**config.mk**
```make
export PLATFORM = sky130hd
export DESIGN_NAME = swint_ctrl
export DESIGN_NICKNAME = d
export VERILOG_FILES = /design/src/rtl/swint_pkg.sv /design/src/rtl/swint_wr_merge.sv /design/src/rtl/swint_gate.sv /design/src/rtl/swint_rd_mux.sv /design/src/rtl/swint_ctrl.sv
export SDC_FILE = /design/constraint.sdc
export NUM_CORES = 1
export LEC_CHECK = 0
export BUFFER_PORTS_ARGS = -buffer_cell sky130_fd_sc_hd__buf_2
export CORE_ASPECT_RATIO = 0.9
export CORE_MARGIN = 4
export CORE_UTILIZATION = 49
export DETAILED_ROUTE_END_ITERATION = 8
export MAX_ROUTING_LAYER = met4
export PLACE_DENSITY = 0.82
export SYNTH_ARGS = -nofsm -noshare
export SYNTH_HDL_FRONTEND = slang
export SYNTH_HIERARCHICAL = 1
export SYNTH_SLANG_ARGS = --single-unit
```
**constraint.sdc**
```tcl
create_clock -name clk -period 3.2 [get_ports clk]
set_input_delay 0.16 -clock clk [delete_from_list [all_inputs] [get_ports clk]]
set_output_delay 0.16 -clock clk [all_outputs]
set_load 0.02 [all_outputs]
```
**src/rtl/swint_pkg.sv**
```systemverilog
package swint_pkg;
  localparam int SW_BITS  = 17;
  localparam int LVL_W    = 4;
  localparam int RD_W     = 32;
  localparam int ADR_W    = 3;
  localparam int END_GATE = 14;

  typedef enum logic [ADR_W-1:0] {
    ADR_LOAD  = 3'd0,
    ADR_SET   = 3'd1,
    ADR_CLEAR = 3'd2,
    ADR_LEVEL = 3'd3
  } swint_adr_e;
endpackage

```
**src/rtl/swint_wr_merge.sv**
```systemverilog
module swint_wr_merge
  import swint_pkg::*;
#(
  parameter int NBITS = SW_BITS,
  parameter int LW    = LVL_W
) (
  input  logic               wr_en,
  input  logic [ADR_W-1:0]   wr_addr,
  input  logic [NBITS-1:0]   wr_data,
  input  logic               evt_tick,
  input  logic               evt_systick,
  input  logic [NBITS-1:0]   word_q,
  input  logic [LW-1:0]      lvl_q,
  output logic [NBITS-1:0]   word_d,
  output logic               word_en,
  output logic [LW-1:0]      lvl_d,
  output logic               lvl_en
);
  logic [NBITS-1:0] sw_next;
  logic             sw_hit;

  always_comb begin
    sw_next = word_q;
    sw_hit  = 1'b0;
    if (wr_en) begin
      unique case (wr_addr)
        ADR_LOAD:  begin sw_next = wr_data;            sw_hit = 1'b1; end
        ADR_SET:   begin sw_next = word_q | wr_data;   sw_hit = 1'b1; end
        ADR_CLEAR: begin sw_next = word_q & ~wr_data;  sw_hit = 1'b1; end
        default:   begin sw_next = word_q;             sw_hit = 1'b0; end
      endcase
    end
  end

  always_comb begin
    word_d           = sw_next;
    word_d[0]        = sw_next[0] | evt_tick;
    word_d[NBITS-1]  = sw_next[NBITS-1] | evt_systick;
    word_en          = sw_hit | evt_tick | evt_systick;
  end

  always_comb begin
    lvl_en = wr_en && (wr_addr == ADR_LEVEL);
    lvl_d  = lvl_en ? wr_data[LW-1:0] : lvl_q;
  end
endmodule

```
**src/rtl/swint_gate.sv**
```systemverilog
module swint_gate
  import swint_pkg::*;
#(
  parameter int NBITS  = SW_BITS,
  parameter int LW     = LVL_W,
  parameter int THRESH = END_GATE
) (
  input  logic [NBITS-1:0] word_q,
  input  logic [LW-1:0]    lvl_q,
  output logic [NBITS-1:0] pend
);
  localparam logic [LW-1:0] TH = LW'(THRESH);

  for (genvar i = 0; i < NBITS; i++) begin : g_bit
    if (i == 0 || i == NBITS - 1) begin : g_end
      assign pend[i] = word_q[i] && (lvl_q < TH);
    end else begin : g_mid
      localparam logic [LW-1:0] IDX = LW'(i);
      assign pend[i] = word_q[i] && (IDX > lvl_q);
    end
  end
endmodule

```
**src/rtl/swint_rd_mux.sv**
```systemverilog
module swint_rd_mux
  import swint_pkg::*;
#(
  parameter int NBITS = SW_BITS,
  parameter int LW    = LVL_W,
  parameter int DW    = RD_W
) (
  input  logic [ADR_W-1:0] rd_addr,
  input  logic [NBITS-1:0] word_q,
  input  logic [LW-1:0]    lvl_q,
  output logic [DW-1:0]    rd_data
);
  always_comb begin
    unique case (rd_addr)
      ADR_LOAD, ADR_SET, ADR_CLEAR: rd_data = DW'(word_q);
      ADR_LEVEL:                    rd_data = DW'(lvl_q);
      default:                      rd_data = '0;
    endcase
  end
endmodule

```
**src/rtl/swint_ctrl.sv**
```systemverilog
module swint_ctrl
  import swint_pkg::*;
#(
  parameter int NBITS  = SW_BITS,
  parameter int LW     = LVL_W,
  parameter int DW     = RD_W,
  parameter int THRESH = END_GATE
) (
  input  logic             clk,
  input  logic             rst_n,
  input  logic             wr_en,
  input  logic [ADR_W-1:0] wr_addr,
  input  logic [NBITS-1:0] wr_data,
  input  logic [ADR_W-1:0] rd_addr,
  output logic [DW-1:0]    rd_data,
  input  logic             evt_tick,
  input  logic             evt_systick,
  output logic [NBITS-1:0] pend_o
);
  logic [NBITS-1:0] word_q, word_d;
  logic [LW-1:0]    lvl_q, lvl_d;
  logic             word_en, lvl_en;

  swint_wr_merge #(.NBITS(NBITS), .LW(LW)) u_merge (
    .wr_en       (wr_en),
    .wr_addr     (wr_addr),
    .wr_data     (wr_data),
    .evt_tick    (evt_tick),
    .evt_systick (evt_systick),
    .word_q      (word_q),
    .lvl_q       (lvl_q),
    .word_d      (word_d),
    .word_en     (word_en),
    .lvl_d       (lvl_d),
    .lvl_en      (lvl_en)
  );

  always_ff @(posedge clk or negedge rst_n) begin
    if (!rst_n)       word_q <= '0;
    else if (word_en) word_q <= word_d;
  end

  always_ff @(posedge clk or negedge rst_n) begin
    if (!rst_n)      lvl_q <= '0;
    else if (lvl_en) lvl_q <= lvl_d;
  end

  swint_gate #(.NBITS(NBITS), .LW(LW), .THRESH(THRESH)) u_gate (
    .word_q (word_q),
    .lvl_q  (lvl_q),
    .pend   (pend_o)
  );

  swint_rd_mux #(.NBITS(NBITS), .LW(LW), .DW(DW)) u_rd (
    .rd_addr (rd_addr),
    .word_q  (word_q),
    .lvl_q   (lvl_q),
    .rd_data (rd_data)
  );
endmodule

```
==> impl_metrics.py <==
metrics = {
    "logic_synthesis": {
        "ys.flop_type": "sky130_fd_sc_hd__dfrtp_1",
        "synthesis.area_per_instance_um2": 10.3,
        "synthArstFlopShare_pct": 100,
        "total_of_flip_flops_plus_latches_after_synthesis": 21,
        "post_synth_instance_area_mm2": 0.00175,
        "syn-instance-count": 170,
        "synth_edf_count": 0,
        "synthDistinctLibCells": 36,
        "yosysSeqAreaShare_pct": 30.0,
        "synth.yosys.warnings": 6,
    },
    "die": {
        "floorplan.die.height_um": 64.7,
        "rows": 20,
        "start_util_pct": 51.4,
        "fp.dieArea_mm2": 0.00459,
        "design.core.area_mm2": 0.00340,
        "dieWidth_um": 71.0,
        "ios": 77,
    },
    "pwr": {
        "combPwrFrac_pct": 50.0,
        "p_sw_share_pct": 40.3,
        "netSwitchingPower_mw": 0.508,
        "cell_pwr_density_mw_per_mm2": 636,
        "clkPwrFrac_pct": 13.8,
        "leakage_nw": 1.02,
        "internal_power_mw": 0.753,
        "vdd.ir_drop.worst_mv": 0.233,
        "sequentialPowerShare_pct": 36.2,
    },
    "setup_path": {
        "crit_fanout": 14,
        "cp_slowest_stage_delay_ps": 620,
        "required_worst_endpoint_ps": 3040,
        "worstPathArrival_ps": 1480,
        "critPathCaptureType": "output port",
        "reg2reg_depth": 2,
        "worstSetupStartpoint": "lvl_q[3]",
        "startpoint_type": "flip-flop",
        "r2r-end": "lvl_q[3]",
        "cp_cell_sequence": "nand3_1 > and2_1 > buf_2",
        "worst_r2r_startpoint": "lvl_q[3]",
        "timing.critical_path.slowest_stage_cell": "sky130_fd_sc_hd__dfrtp_1",
        "regToRegSetupSlack_ps": 1950,
        "cp-endpoint": "pend_o[0]",
        "crit_path_kind": "reg -> out",
    },
    "sta": {
        "max_slew_margin_pct": 40.0,
        "timing.final.hold_violations": 0,
        "worst_case_setup_margin_in_the_final_layout_ps": 1560,
        "worst-slew-pin-transition_ps": 900,
        "fin_tns_setup_ps": 0,
        "finalSetupViolations": 0,
        "final_period_utilization_pct": 51.1,
        "slew_violations": 0,
        "final.setup_skew_ps": 0,
        "final.min_clock_period_ps": 1640,
        "setup_repair_after_global_routing_missed_its_margin": "no",
        "timing.fmax_ghz": 0.611,
    },
    "drt": {
        "num_vias": 1424,
        "detail_route.wirelength_mm": 4.04,
        "drt_first_pass_iters": 4,
        "via_per_inst": 5.33,
        "postRouteAntennaNets": 0,
        "post-route-drc-count": 0,
        "drt-wirelength-per-cell_um": 15.1,
        "drt_first_iter_violations": 66,
    },
    "place": {
        "dp_hpwl_mm": 2.95,
        "dp_worst_setup_slack_ps": 1450,
        "gp_congestion": 0.809,
        "post_dp_cell_area_mm2": 0.00193,
        "io_buffer_count": 61,
    },
    "flow_run": {
        "cap_violations": 0,
    },
    "worst_hold_path": {
        "hold_class": "in -> reg",
    },
    "global_route": {
        "grt-ovfl-total": 0,
        "grt.met3_usage_pct": 2.17,
        "layer_with_the_highest_usage_after_global_routing": "met2",
        "grt_use_met2_pct": 31.0,
        "grt_first_pass_wirelength_mm": 6.61,
        "grt_start_max_net_pins": 22,
        "grt_util_met1_pct": 22.8,
        "global_route.usage.total_pct": 18.4,
        "first_global_vias": 1387,
        "antenna_found_initial": 0,
    },
    "clocking": {
        "worst_skew_pair.late_latency_ps": 260,
        "clock_tree.root_cell": "sky130_fd_sc_hd__clkbuf_8",
        "clock_tree_from_tritoncts": "yes",
        "clkSlewWorstSetupHoldPaths_ps": 80,
        "numClockSinks": 21,
        "cts_repair_resize_count": 0,
        "cts-root-to-sink-buffers": 2,
        "cts-htree-levels": 1,
        "cts_inserted_buffers": 3,
    },
    "cells_and_area": {
        "fin_area_mm2": 0.00198,
        "nets": 252,
        "layout-area-overhead-vs-synth_pct": 13.4,
        "fillerInstances": 316,
        "layout-drive-gt1-share_pct": 48.9,
        "layout.cells.most_common_list": "sky130_fd_sc_hd__buf_2, sky130_fd_sc_hd__dfrtp_1, sky130_fd_sc_hd__o21ai_0",
        "final_common_cell": "sky130_fd_sc_hd__buf_2",
        "diodes": 0,
    },
    "status": {
        "outcome": "finished clean",
    },
}
==> metal layers <==
layer	part of all wire, %	vias to the layer above
li1	-	690
met1	44	681
met2	49	49
met3	5.3	4
met4	1.4	0
met5	0	-
==> Yosys cell counts, types with 2 or more instances <==
master                    count  area share, %
sky130_fd_sc_hd__and3_1       2           0.72
sky130_fd_sc_hd__o21ai_0     19            5.4
sky130_fd_sc_hd__o21a_1       2           0.86
sky130_fd_sc_hd__nand2_1      3           0.64
sky130_fd_sc_hd__mux2_2      15            9.7
sky130_fd_sc_hd__dfrtp_1     21             30
sky130_fd_sc_hd__and2_1      10            3.6
sky130_fd_sc_hd__a221o_1      2            1.1
sky130_fd_sc_hd__a21bo_2      4            2.3
sky130_fd_sc_hd__a22o_1      15            7.5
sky130_fd_sc_hd__nand3_1      6            1.7
sky130_fd_sc_hd__a21oi_1      4            1.1
sky130_fd_sc_hd__mux2_4      10            8.6
sky130_fd_sc_hd__buf_4       18            7.7
sky130_fd_sc_hd__nor2_1       2           0.43
sky130_fd_sc_hd__and2_2      10            4.3
sky130_fd_sc_hd__inv_1        4           0.86
sky130_fd_sc_hd__buf_6        5            3.2
==> power by group through the flow <==
stage | clock [mW] | sequential (mW) | combinational (mW)
after global routing | 0.192 | 0.473 | 0.682
after global placement | 0 | 0.456 | 0.625
after floorplan | 0 | 0.409 | 0.530
final | 0.174 | 0.456 | 0.631
after CTS | 0.176 | 0.453 | 0.637
after detailed placement | 0 | 0.458 | 0.634
==> critical path: cells and delay by family (launching register included) <==
family        cells  cell delay [ps]
flops             1              620
simple gates      2              440
buf+inv           1              150
==> worst min path at each step <==
stage                  start        end  slack [ps]  depth (start not counted)
CTS                 evt_tick  word_q[0]         250                          3
detailed placement     rst_n  word_q[0]         140                          1
floorplan              rst_n   lvl_q[0]        -140                          0
finish              evt_tick  word_q[0]         250                          3
global route        evt_tick  word_q[0]         260                          3
global placement       rst_n  word_q[0]         140                          1
==> per-stage QoR <==
step                      std cells  util [%]  power [mW]  hold slack [ps]
after floorplan                 184         -       0.939             -136
after CTS                       267      58.3        1.27              251
after global routing            267      58.3        1.35              263
after detailed placement        262      56.6        1.09              138
final                           267      58.3        1.26              252
after global placement          262      56.6        1.08              138
==> what timing repair did <==
action,in CTS,in global routing
hold endpoints to repair,21,0
setup endpoints to repair,0,0
hold buffers,1,0
buffers inserted,0,0
==> final cells by class <==
cell class,instances,area (um2),share of cell area (%)
multi-input cells,132,1030,51.7
well taps,44,55.1,2.78
inverters,4,15.0,0.757
clock inverters,1,5.00,0.252
repair buffers,62,315,15.9
flip-flops and latches,21,526,26.5
clock buffers,3,41.3,2.08
==> logic make-up (layout without fill, tap and decap cells) <==
| logic type | count (synthesis) | in the layout | synth area share [%] |
|---|---|---|---|
| compound gates | 53 | 53 | 22.0 |
| other cells | 1 | 15 | 0.214 |
| simple gates | 39 | 39 | 15.2 |
| mux | 25 | 25 | 18.2 |
| flops | 21 | 21 | 30.0 |
| buf+inv | 31 | 70 | 14.3 |
==> registers in the layout (all words and copies together), names as in the netlist <==
register and flops:
word_q 17, lvl_q 4
Note: power is estimated with default switching activity, not from simulation.
